**src/rtl/divcfg_pkg.sv**
```systemverilog
package divcfg_pkg;
  localparam int unsigned M_W     = 9;
  localparam int unsigned CFG_W   = M_W + 1;
  localparam int unsigned DIV_W   = 3;
  localparam int unsigned PIN_W   = M_W + 4;

  typedef struct packed {
    logic           n_sel;
    logic [M_W-1:0] m;
  } div_cfg_t;

  function automatic logic [DIV_W-1:0] ratio_of(input logic n_sel);
    return n_sel ? DIV_W'(4) : DIV_W'(2);
  endfunction
endpackage

```
**src/rtl/bit_sync.sv**
```systemverilog
module bit_sync #(
  parameter int unsigned W      = 1,
  parameter int unsigned STAGES = 2
) (
  input  logic         clk_i,
  input  logic         rst_ni,
  input  logic [W-1:0] d_i,
  output logic [W-1:0] q_o
);
  logic [STAGES-1:0][W-1:0] pipe_q;

  always_ff @(posedge clk_i or negedge rst_ni) begin
    if (!rst_ni) pipe_q <= '0;
    else         pipe_q <= {pipe_q[STAGES-2:0], d_i};
  end

  assign q_o = pipe_q[STAGES-1];
endmodule

```
**src/rtl/edge_det.sv**
```systemverilog
module edge_det (
  input  logic clk_i,
  input  logic rst_ni,
  input  logic lvl_i,
  output logic rise_o
);
  logic prev_q;

  always_ff @(posedge clk_i or negedge rst_ni) begin
    if (!rst_ni) prev_q <= 1'b0;
    else         prev_q <= lvl_i;
  end

  assign rise_o = lvl_i & ~prev_q;

  AST_RISE_ONE_CYCLE: assert property (@(posedge clk_i) disable iff (!rst_ni)
    rise_o |=> !rise_o);
endmodule

```
**src/rtl/ser_shift.sv**
```systemverilog
module ser_shift #(
  parameter int unsigned W = 10
) (
  input  logic         clk_i,
  input  logic         rst_ni,
  input  logic         shift_en_i,
  input  logic         din_i,
  output logic [W-1:0] field_q_o,
  output logic [W-1:0] field_d_o
);
  logic [W-1:0] sr_q;

  // leading frame slots fall off the top; only the field is stored
  assign field_d_o = {sr_q[W-2:0], din_i};

  always_ff @(posedge clk_i or negedge rst_ni) begin
    if (!rst_ni)         sr_q <= '0;
    else if (shift_en_i) sr_q <= field_d_o;
  end

  assign field_q_o = sr_q;

  AST_SHIFT_LSB: assert property (@(posedge clk_i) disable iff (!rst_ni)
    shift_en_i |=> field_q_o[0] == $past(din_i));
  AST_SHIFT_IDLE: assert property (@(posedge clk_i) disable iff (!rst_ni)
    !shift_en_i |=> $stable(field_q_o));
endmodule

```
**src/rtl/divcfg_loader.sv**
```systemverilog
module divcfg_loader
  import divcfg_pkg::*;
#(
  parameter int unsigned SYNC_STAGES = 2
) (
  input  logic             clk_i,
  input  logic             rst_ni,
  input  logic             par_load_ni,
  input  logic [M_W-1:0]   par_m_i,
  input  logic             ser_clk_i,
  input  logic             ser_data_i,
  input  logic             ser_load_i,
  output logic [M_W-1:0]   m_o,
  output logic             n_sel_o,
  output logic [DIV_W-1:0] out_div_o
);
  localparam int unsigned BOOT_W = $clog2(SYNC_STAGES + 2);
  localparam logic [BOOT_W-1:0] BOOT_AT = BOOT_W'(SYNC_STAGES);

  logic [PIN_W-1:0] pins_s;
  logic [M_W-1:0]   par_m_s;
  logic             pl_n_s, sl_s, sck_s, sdat_s;
  logic             sl_rise, sck_rise, shift_en;
  logic [CFG_W-1:0] field_q, field_d;
  logic [BOOT_W-1:0] boot_cnt_q;
  logic             boot_fire, boot_done;
  div_cfg_t         cfg_q;

  bit_sync #(.W(PIN_W), .STAGES(SYNC_STAGES)) u_sync (
    .clk_i (clk_i),
    .rst_ni(rst_ni),
    .d_i   ({par_m_i, par_load_ni, ser_load_i, ser_clk_i, ser_data_i}),
    .q_o   (pins_s)
  );

  assign {par_m_s, pl_n_s, sl_s, sck_s, sdat_s} = pins_s;

  edge_det u_sl_edge  (.clk_i(clk_i), .rst_ni(rst_ni), .lvl_i(sl_s),  .rise_o(sl_rise));
  edge_det u_sck_edge (.clk_i(clk_i), .rst_ni(rst_ni), .lvl_i(sck_s), .rise_o(sck_rise));

  assign shift_en = pl_n_s & sck_rise;

  ser_shift #(.W(CFG_W)) u_shift (
    .clk_i     (clk_i),
    .rst_ni    (rst_ni),
    .shift_en_i(shift_en),
    .din_i     (sdat_s),
    .field_q_o (field_q),
    .field_d_o (field_d)
  );

  // wait for the synchronizer to fill, then capture straps once
  always_ff @(posedge clk_i or negedge rst_ni) begin
    if (!rst_ni)         boot_cnt_q <= '0;
    else if (!boot_done) boot_cnt_q <= boot_cnt_q + 1'b1;
  end

  assign boot_fire = (boot_cnt_q == BOOT_AT);
  assign boot_done = (boot_cnt_q > BOOT_AT);

  always_ff @(posedge clk_i or negedge rst_ni) begin
    if (!rst_ni) begin
      cfg_q <= '0;
    end else if (boot_fire || !pl_n_s) begin
      cfg_q.m     <= par_m_s;
      cfg_q.n_sel <= 1'b0;
    end else if (sck_rise && sl_s) begin
      cfg_q <= div_cfg_t'(field_d);
    end else if (sl_rise) begin
      cfg_q <= div_cfg_t'(field_q);
    end
  end

  assign m_o       = cfg_q.m;
  assign n_sel_o   = cfg_q.n_sel;
  assign out_div_o = ratio_of(cfg_q.n_sel);

  AST_PAR_TRANSPARENT: assert property (@(posedge clk_i) disable iff (!rst_ni)
    !pl_n_s |=> m_o == $past(par_m_s));
  AST_PAR_DIV2: assert property (@(posedge clk_i) disable iff (!rst_ni)
    !pl_n_s |=> (!n_sel_o && out_div_o == DIV_W'(2)));
  AST_HOLD_IDLE: assert property (@(posedge clk_i) disable iff (!rst_ni)
    (boot_done && pl_n_s && !sck_rise && !sl_rise) |=> ($stable(m_o) && $stable(n_sel_o)));
  AST_SER_TRANSFER: assert property (@(posedge clk_i) disable iff (!rst_ni)
    (boot_done && pl_n_s && sl_rise && !sck_rise) |=> ({n_sel_o, m_o} == $past(field_q)));
  AST_PASS_THROUGH: assert property (@(posedge clk_i) disable iff (!rst_ni)
    (boot_done && pl_n_s && sl_s && sck_rise) |=> ({n_sel_o, m_o} == field_q));
  AST_BOOT_CAPTURE: assert property (@(posedge clk_i) disable iff (!rst_ni)
    boot_fire |=> (m_o == $past(par_m_s) && !n_sel_o));
endmodule

```
**config.mk**
```make
export PLATFORM = sky130hd
export DESIGN_NAME = divcfg_loader
export DESIGN_NICKNAME = d
export VERILOG_FILES = /design/src/rtl/divcfg_pkg.sv /design/src/rtl/bit_sync.sv /design/src/rtl/edge_det.sv /design/src/rtl/ser_shift.sv /design/src/rtl/divcfg_loader.sv
export SDC_FILE = /design/constraint.sdc
export NUM_CORES = 1
export LEC_CHECK = 0
export BUFFER_PORTS_ARGS = -buffer_cell sky130_fd_sc_hd__buf_2
export CAP_MARGIN = 20
export CORE_ASPECT_RATIO = 1.2
export CORE_UTILIZATION = 56
export CTS_CLUSTER_DIAMETER = 50
export DETAILED_ROUTE_END_ITERATION = 6
export GPL_TIMING_DRIVEN = 0
export PLACE_DENSITY_LB_ADDON = 0.25
export SLEW_MARGIN = 15
export SYNTH_ARGS = -nofsm -noshare
export SYNTH_HDL_FRONTEND = slang
export SYNTH_HIERARCHICAL = 1
export SYNTH_SLANG_ARGS = --single-unit
```
**constraint.sdc**
```tcl
create_clock -name clk_i -period 1.55 [get_ports clk_i]
set_input_delay 0.0775 -clock clk_i [delete_from_list [all_inputs] [get_ports clk_i]]
set_output_delay 0.0775 -clock clk_i [all_outputs]
set_load 0.02 [all_outputs]
```
Word-level counts from Yosys, hierarchy flattened
Cells that the tools add are included.

storage, ports and cells
  bits of input ports = 15
  logic and storage cells = 24
  register bits = 50

cells by class
  bitwise operators = 5
  reduce and logical (&&, ||, !) cells = 4
  equal/unequal tests = 1
  mux-type cells = 4
  add/subtract/negate cells = 1
  magnitude comparators = 1

operators with widths
  kind                                                           count
  10-bit two-way mux                                             3
  1-bit AND                                                      3
  3-bit two-way mux                                              1
  3-bit nonzero test                                             1
  2-bit by 1-bit adder with 2-bit output, second input constant  1
  2-bit == test, second input constant                           1
  2-bit greater-than comparator, second input constant           1
  1-bit inverter                                                 2
  1-bit logical AND                                              1
  1-bit zero test                                                1
  1-bit logical OR                                               1

Depth between registers and ports, before layout
  depth in word-level cells = 5
  mapped depth = 7
  depth with buffers taken out = 5

Cells and area by module
The synthesis kept the hierarchy.

by module, submodules not included
  module         cells each  times used  area each (um^2)
  divcfg_loader  80          1           754.5
  bit_sync       39          1           748.2
  ser_shift      31          1           486.7
  edge_det       2           2           38.8

Worst setup path after synthesis
No wires, ideal clock.

  path type = register to register
  from = reg u_sync.pipe_q, in the netlist u_sync/q_o[1]
  to = reg u_shift.sr_q[0], in the netlist u_shift/field_q_o[0]
  data arrival time = 1,169 ps
  required time = 1,425 ps
  clock period less this slack = 1,294 ps
  setup slack = 256 ps
  stages on the path, launching flop included = 6
  library setup time = 125 ps
  cells stage by stage = dfrtp_1 -> buf_4 -> nor2b_4 -> and2_2 -> buf_6 -> mux2_4

between the ends
  word-level cells in the longest chain between the ends = 2

RTL lines
  item                    RTL line             RTL
  from (decl)             bit_sync.sv:10       logic [STAGES-1:0][W-1:0] pipe_q;
  from (signal assigned)  bit_sync.sv:14       else pipe_q <= {pipe_q[STAGES-2:0], d_i};
  1-bit AND               edge_det.sv:14       assign rise_o = lvl_i & ~prev_q;
  via sck_rise            divcfg_loader.sv:23  logic sl_rise, sck_rise, shift_en;
  1-bit AND               divcfg_loader.sv:41  assign shift_en = pl_n_s & sck_rise;
  via shift_en            divcfg_loader.sv:23
  to (signal assigned)    ser_shift.sv:18      else if (shift_en_i) sr_q <= field_d_o;
  to (decl)               ser_shift.sv:11      logic [W-1:0] sr_q;

The timed path passes the listed nets, and every way through them passes these cells.
A chain may end at the register's enable or synchronous reset.

Final worst setup path
  from = reg u_sync.pipe_q, in the netlist u_sync/q_o[2]
  to = reg cfg_q, in the netlist m_o[2]

between the ends
  elaborated cells on any way between the ends = 5
  those cells by class = 2 x mux; 1 x bitwise; 2 x reduce/logical

RTL lines
  item                                 RTL line             RTL
  1-bit AND                            edge_det.sv:14
  via sl_rise                          divcfg_loader.sv:23
  3-bit nonzero test (no source line)  --
  to (signal assigned)                 divcfg_loader.sv:68  cfg_q <= div_cfg_t'(field_d);
  to (signal assigned)                 divcfg_loader.sv:70  cfg_q <= div_cfg_t'(field_q);
  to (decl)                            divcfg_loader.sv:27  div_cfg_t cfg_q;

The timed path passes the listed nets, and every way through them passes these cells.

==> results.cfg <==
[global_route]
grt_usage = 0.202
grt_overflow = 0
grt_pass1_vias = 1313
grt_max_degree = 51
antenna_found_initial = 0
grt_first_pass_wirelength_mm = 5.74

[drt]
remaining_drc_errors = 2
wl_met1_mm = 1.40
wirelength_mm = 3.46
maxUsedRoutingLayer = met4
dr.pass1.iters = 6
vias_per_cell = 5.13
initialDrtViolationCount = 54
ant_nets = 0
post_drt_wl_per_cell_um = 14.5
dr_wl_met2_mm = 1.91
wl_met3_um = 102
vias = 1225

[final_layout]
nets = 218
syn_to_final_growth_pct = 20.8
fin_cells = 239
drive_above_1_share = 0.406
insertedDiodeCount = 0

[pwr]
seqPwrFrac = 0.515
pwr-share-clk = 0.284
p_per_area_nw_per_um2 = 1250
p_comb_frac = 0.201
ir_drop_mv = 0.828
p_leak_nw = 1.24
p_int_mw = 2.34
p_sw_mw = 0.774
p_sw_frac = 0.249

[synthesis]
synth-seq-cells = 50
ys.flop_type = dfrtp_1
synth.top_cell.area_share = 0.605
synth_top_family_by_area = buffers and inverters
synthAdderAreaFrac = 0.0121
synth_simple_gate_area_share = 0.0926
synth_area_leaders = dfrtp_1 61%, buf_4 9.1%, mux2_4 7.3%
syn_avg_cell_area_um2 = 13.4
netlist_instances = 154
async_flop_share = 1.00
synth_area_um2 = 2070
yosys_warnings = 6
muxShareOfSynthArea = 0.0775
ys_seq_area_frac = 0.605
syn_nets = 171
synth-xor-area-share = 0.00424
yosys.area.top_type = dfrtp_1
yosysUniqueCellTypes = 23
synth_compound_area_frac = 0.0787
synth_edf_count = 0

[timing]
tns_ns = 0
setup_violations = 0
setup_ws_ns = 0.0913
worstMarginPinSlew_ns = 0.607
fin_crit_ns = 1.46
hold_viol = 0
fmax_ghz = 0.686
skew_ns = 0.00972
rsz0062_at_grt = no
fin_crit_sh = 0.941
slew_violations = 0
slew_headroom = 0.596

[setup_path]
path_buf_inv = 3
crit_family = buffers and inverters
endpoint_kind = flip-flop
slowest_stage = dfrtp_1
start_kind = flip-flop
slowest_delay_ns = 0.38
cp_max_fo = 10
crit_required_ns = 1.73
crit_chain = buf_4 > nor2b_4 > buf_6 > buf_12 > a211oi_1 > o31ai_1
r2r_slack_ns = 0.09
worstSetupPathType = flip-flop to flip-flop
crit_arrival_ns = 1.64

[worst_hold_path]
hold_path_class = input pin to asynchronous set/reset pin

[status]
status = complete, but fails checks
violations = DRC

[clock_tree]
clock_sinks = 50
cts_made_buffers = 5
tritoncts = built
path_clk_slew_ns = 0.09
postCtsSetupRepairBufs = 0
clk_latency_ns = 0.30
cts_buffer_depth = 2
clockRootBuffer = clkbuf_8
htree_levels = 2

[die]
die_h_um = 68.6
core_area_um2 = 3420
dieArea_um2 = 3940
initial_core_util = 0.604
rows = 23
io_pins = 28
die_width_um = 57.5

[placed_design]
gp_congestion = 0.762
dp_cells = 217
portBuffers = 26
dpl.hpwl_mm = 2.16
pre_cts_ws_ns = 0.0784

[flow_run]
drv_cap = 0
==> cell usage after synthesis (3+ instances only) <==
cell,n
a211oi_2,3
buf_2,3
a211oi_1,7
mux2_4,10
o31ai_1,9
buf_4,25
nand2_1,11
dfrtp_1,50
buf_6,3
and2b_1,7
nor2_1,10
==> power by group through the flow <==
stage | Combinational, mW | Sequential [mW] | Clock [mW]
CTS | 0.626 | 1.60 | 0.905
global route | 0.671 | 1.62 | 0.948
finish | 0.625 | 1.60 | 0.883
detailed placement | 0.594 | 1.63 | 0
floorplan | 0.430 | 1.63 | 0
global placement | 0.575 | 1.61 | 0
==> timing repair <==
action                     CTS  global route
hold endpoints to repair    13            50
resized for setup            0             1
setup endpoints to repair    0             6
hold buffers                13             1
==> worst paths after layout <==
path | depth (start not counted) | to | start
hold / removal | 2 | u_sync/q_o[10] | rst_ni
hold reg to reg | 0 | u_sync/q_o[7] | u_sync/pipe_q[7]
setup reg to reg | 6 | m_o[2] | u_sync/q_o[2]
max in group asynchronous | 2 | u_sync/pipe_q[3] | rst_ni
min in group clk_i | 0 | u_sync/q_o[7] | u_sync/pipe_q[7]
setup / recovery | 6 | m_o[2] | u_sync/q_o[2]
==> stage by stage <==
step | power, mW | hold WS (ns) | area [um2] | util
final | 3.11 | 0.324 | 2500 | 0.729
after CTS | 3.13 | 0.00590 | 2480 | 0.725
after global placement | 2.19 | 0.185 | 2240 | 0.655
after detailed placement | 2.22 | 0.187 | 2240 | 0.655
after floorplan | 2.06 | -0.218 | 2070 | -
after global routing | 3.24 | 0.362 | 2500 | 0.729
==> cells by family (layout without fill, tap and decap cells) <==
family	after synthesis	after routing
buf+inv	34	82
compound gates	20	20
mux	11	11
flops	50	50
fa+ha+maj	2	2
xor+xnor	1	1
simple gates	35	35
other cells	1	1
==> metal layers <==
layer  global-route usage  up-vias
li1                     -      571
met1                0.222      623
met2                0.376       24
met3               0.0504        7
met4               0.0793        0
met5                    0        -
==> area by class of cell <==
cell class / instances / area [um2]
Buffer: 32 / 259
Clock buffer: 5 / 68.8
Clock inverter: 3 / 40.0
Fill cell: 250 / 927
Inverter: 2 / 7.51
Multi-Input combinational cell: 70 / 552
Sequential cell: 50 / 1250
Tap cell: 37 / 46.3
Timing Repair Buffer: 40 / 273
==> cell usage in the layout (no fill, tap or decap) <==
master	instances
mux2i_1	1
and2_1	1
dlygate4sd3_1	14
nor2b_1	2
o31ai_1	9
xnor2_1	1
o21ai_0	1
nor2_1	10
dfrtp_1	50
clkbuf_8	5
buf_12	1
and2b_1	7
clkbuf_4	1
ha_1	2
nand2b_1	1
a211oi_2	3
nor2b_4	2
mux2_4	10
buf_4	26
bufinv_16	1
a211oi_1	7
and2_2	1
buf_6	3
conb_1	1
buf_2	27
clkinv_2	2
inv_1	2
nand2_1	11
==> sequential cells by signal, summed over array words and instances, names as in the netlist <==
| register | cells |
|---|---|
| m_o | 9 |
| boot_cnt_q | 2 |
| u_sl_edge/prev_q | 1 |
| u_sync/q_o | 13 |
| u_sck_edge/prev_q | 1 |
| n_sel_o | 1 |
| u_sync/pipe_q | 13 |
| u_shift/field_q_o | 10 |
Power figures use the tool's default switching activity.
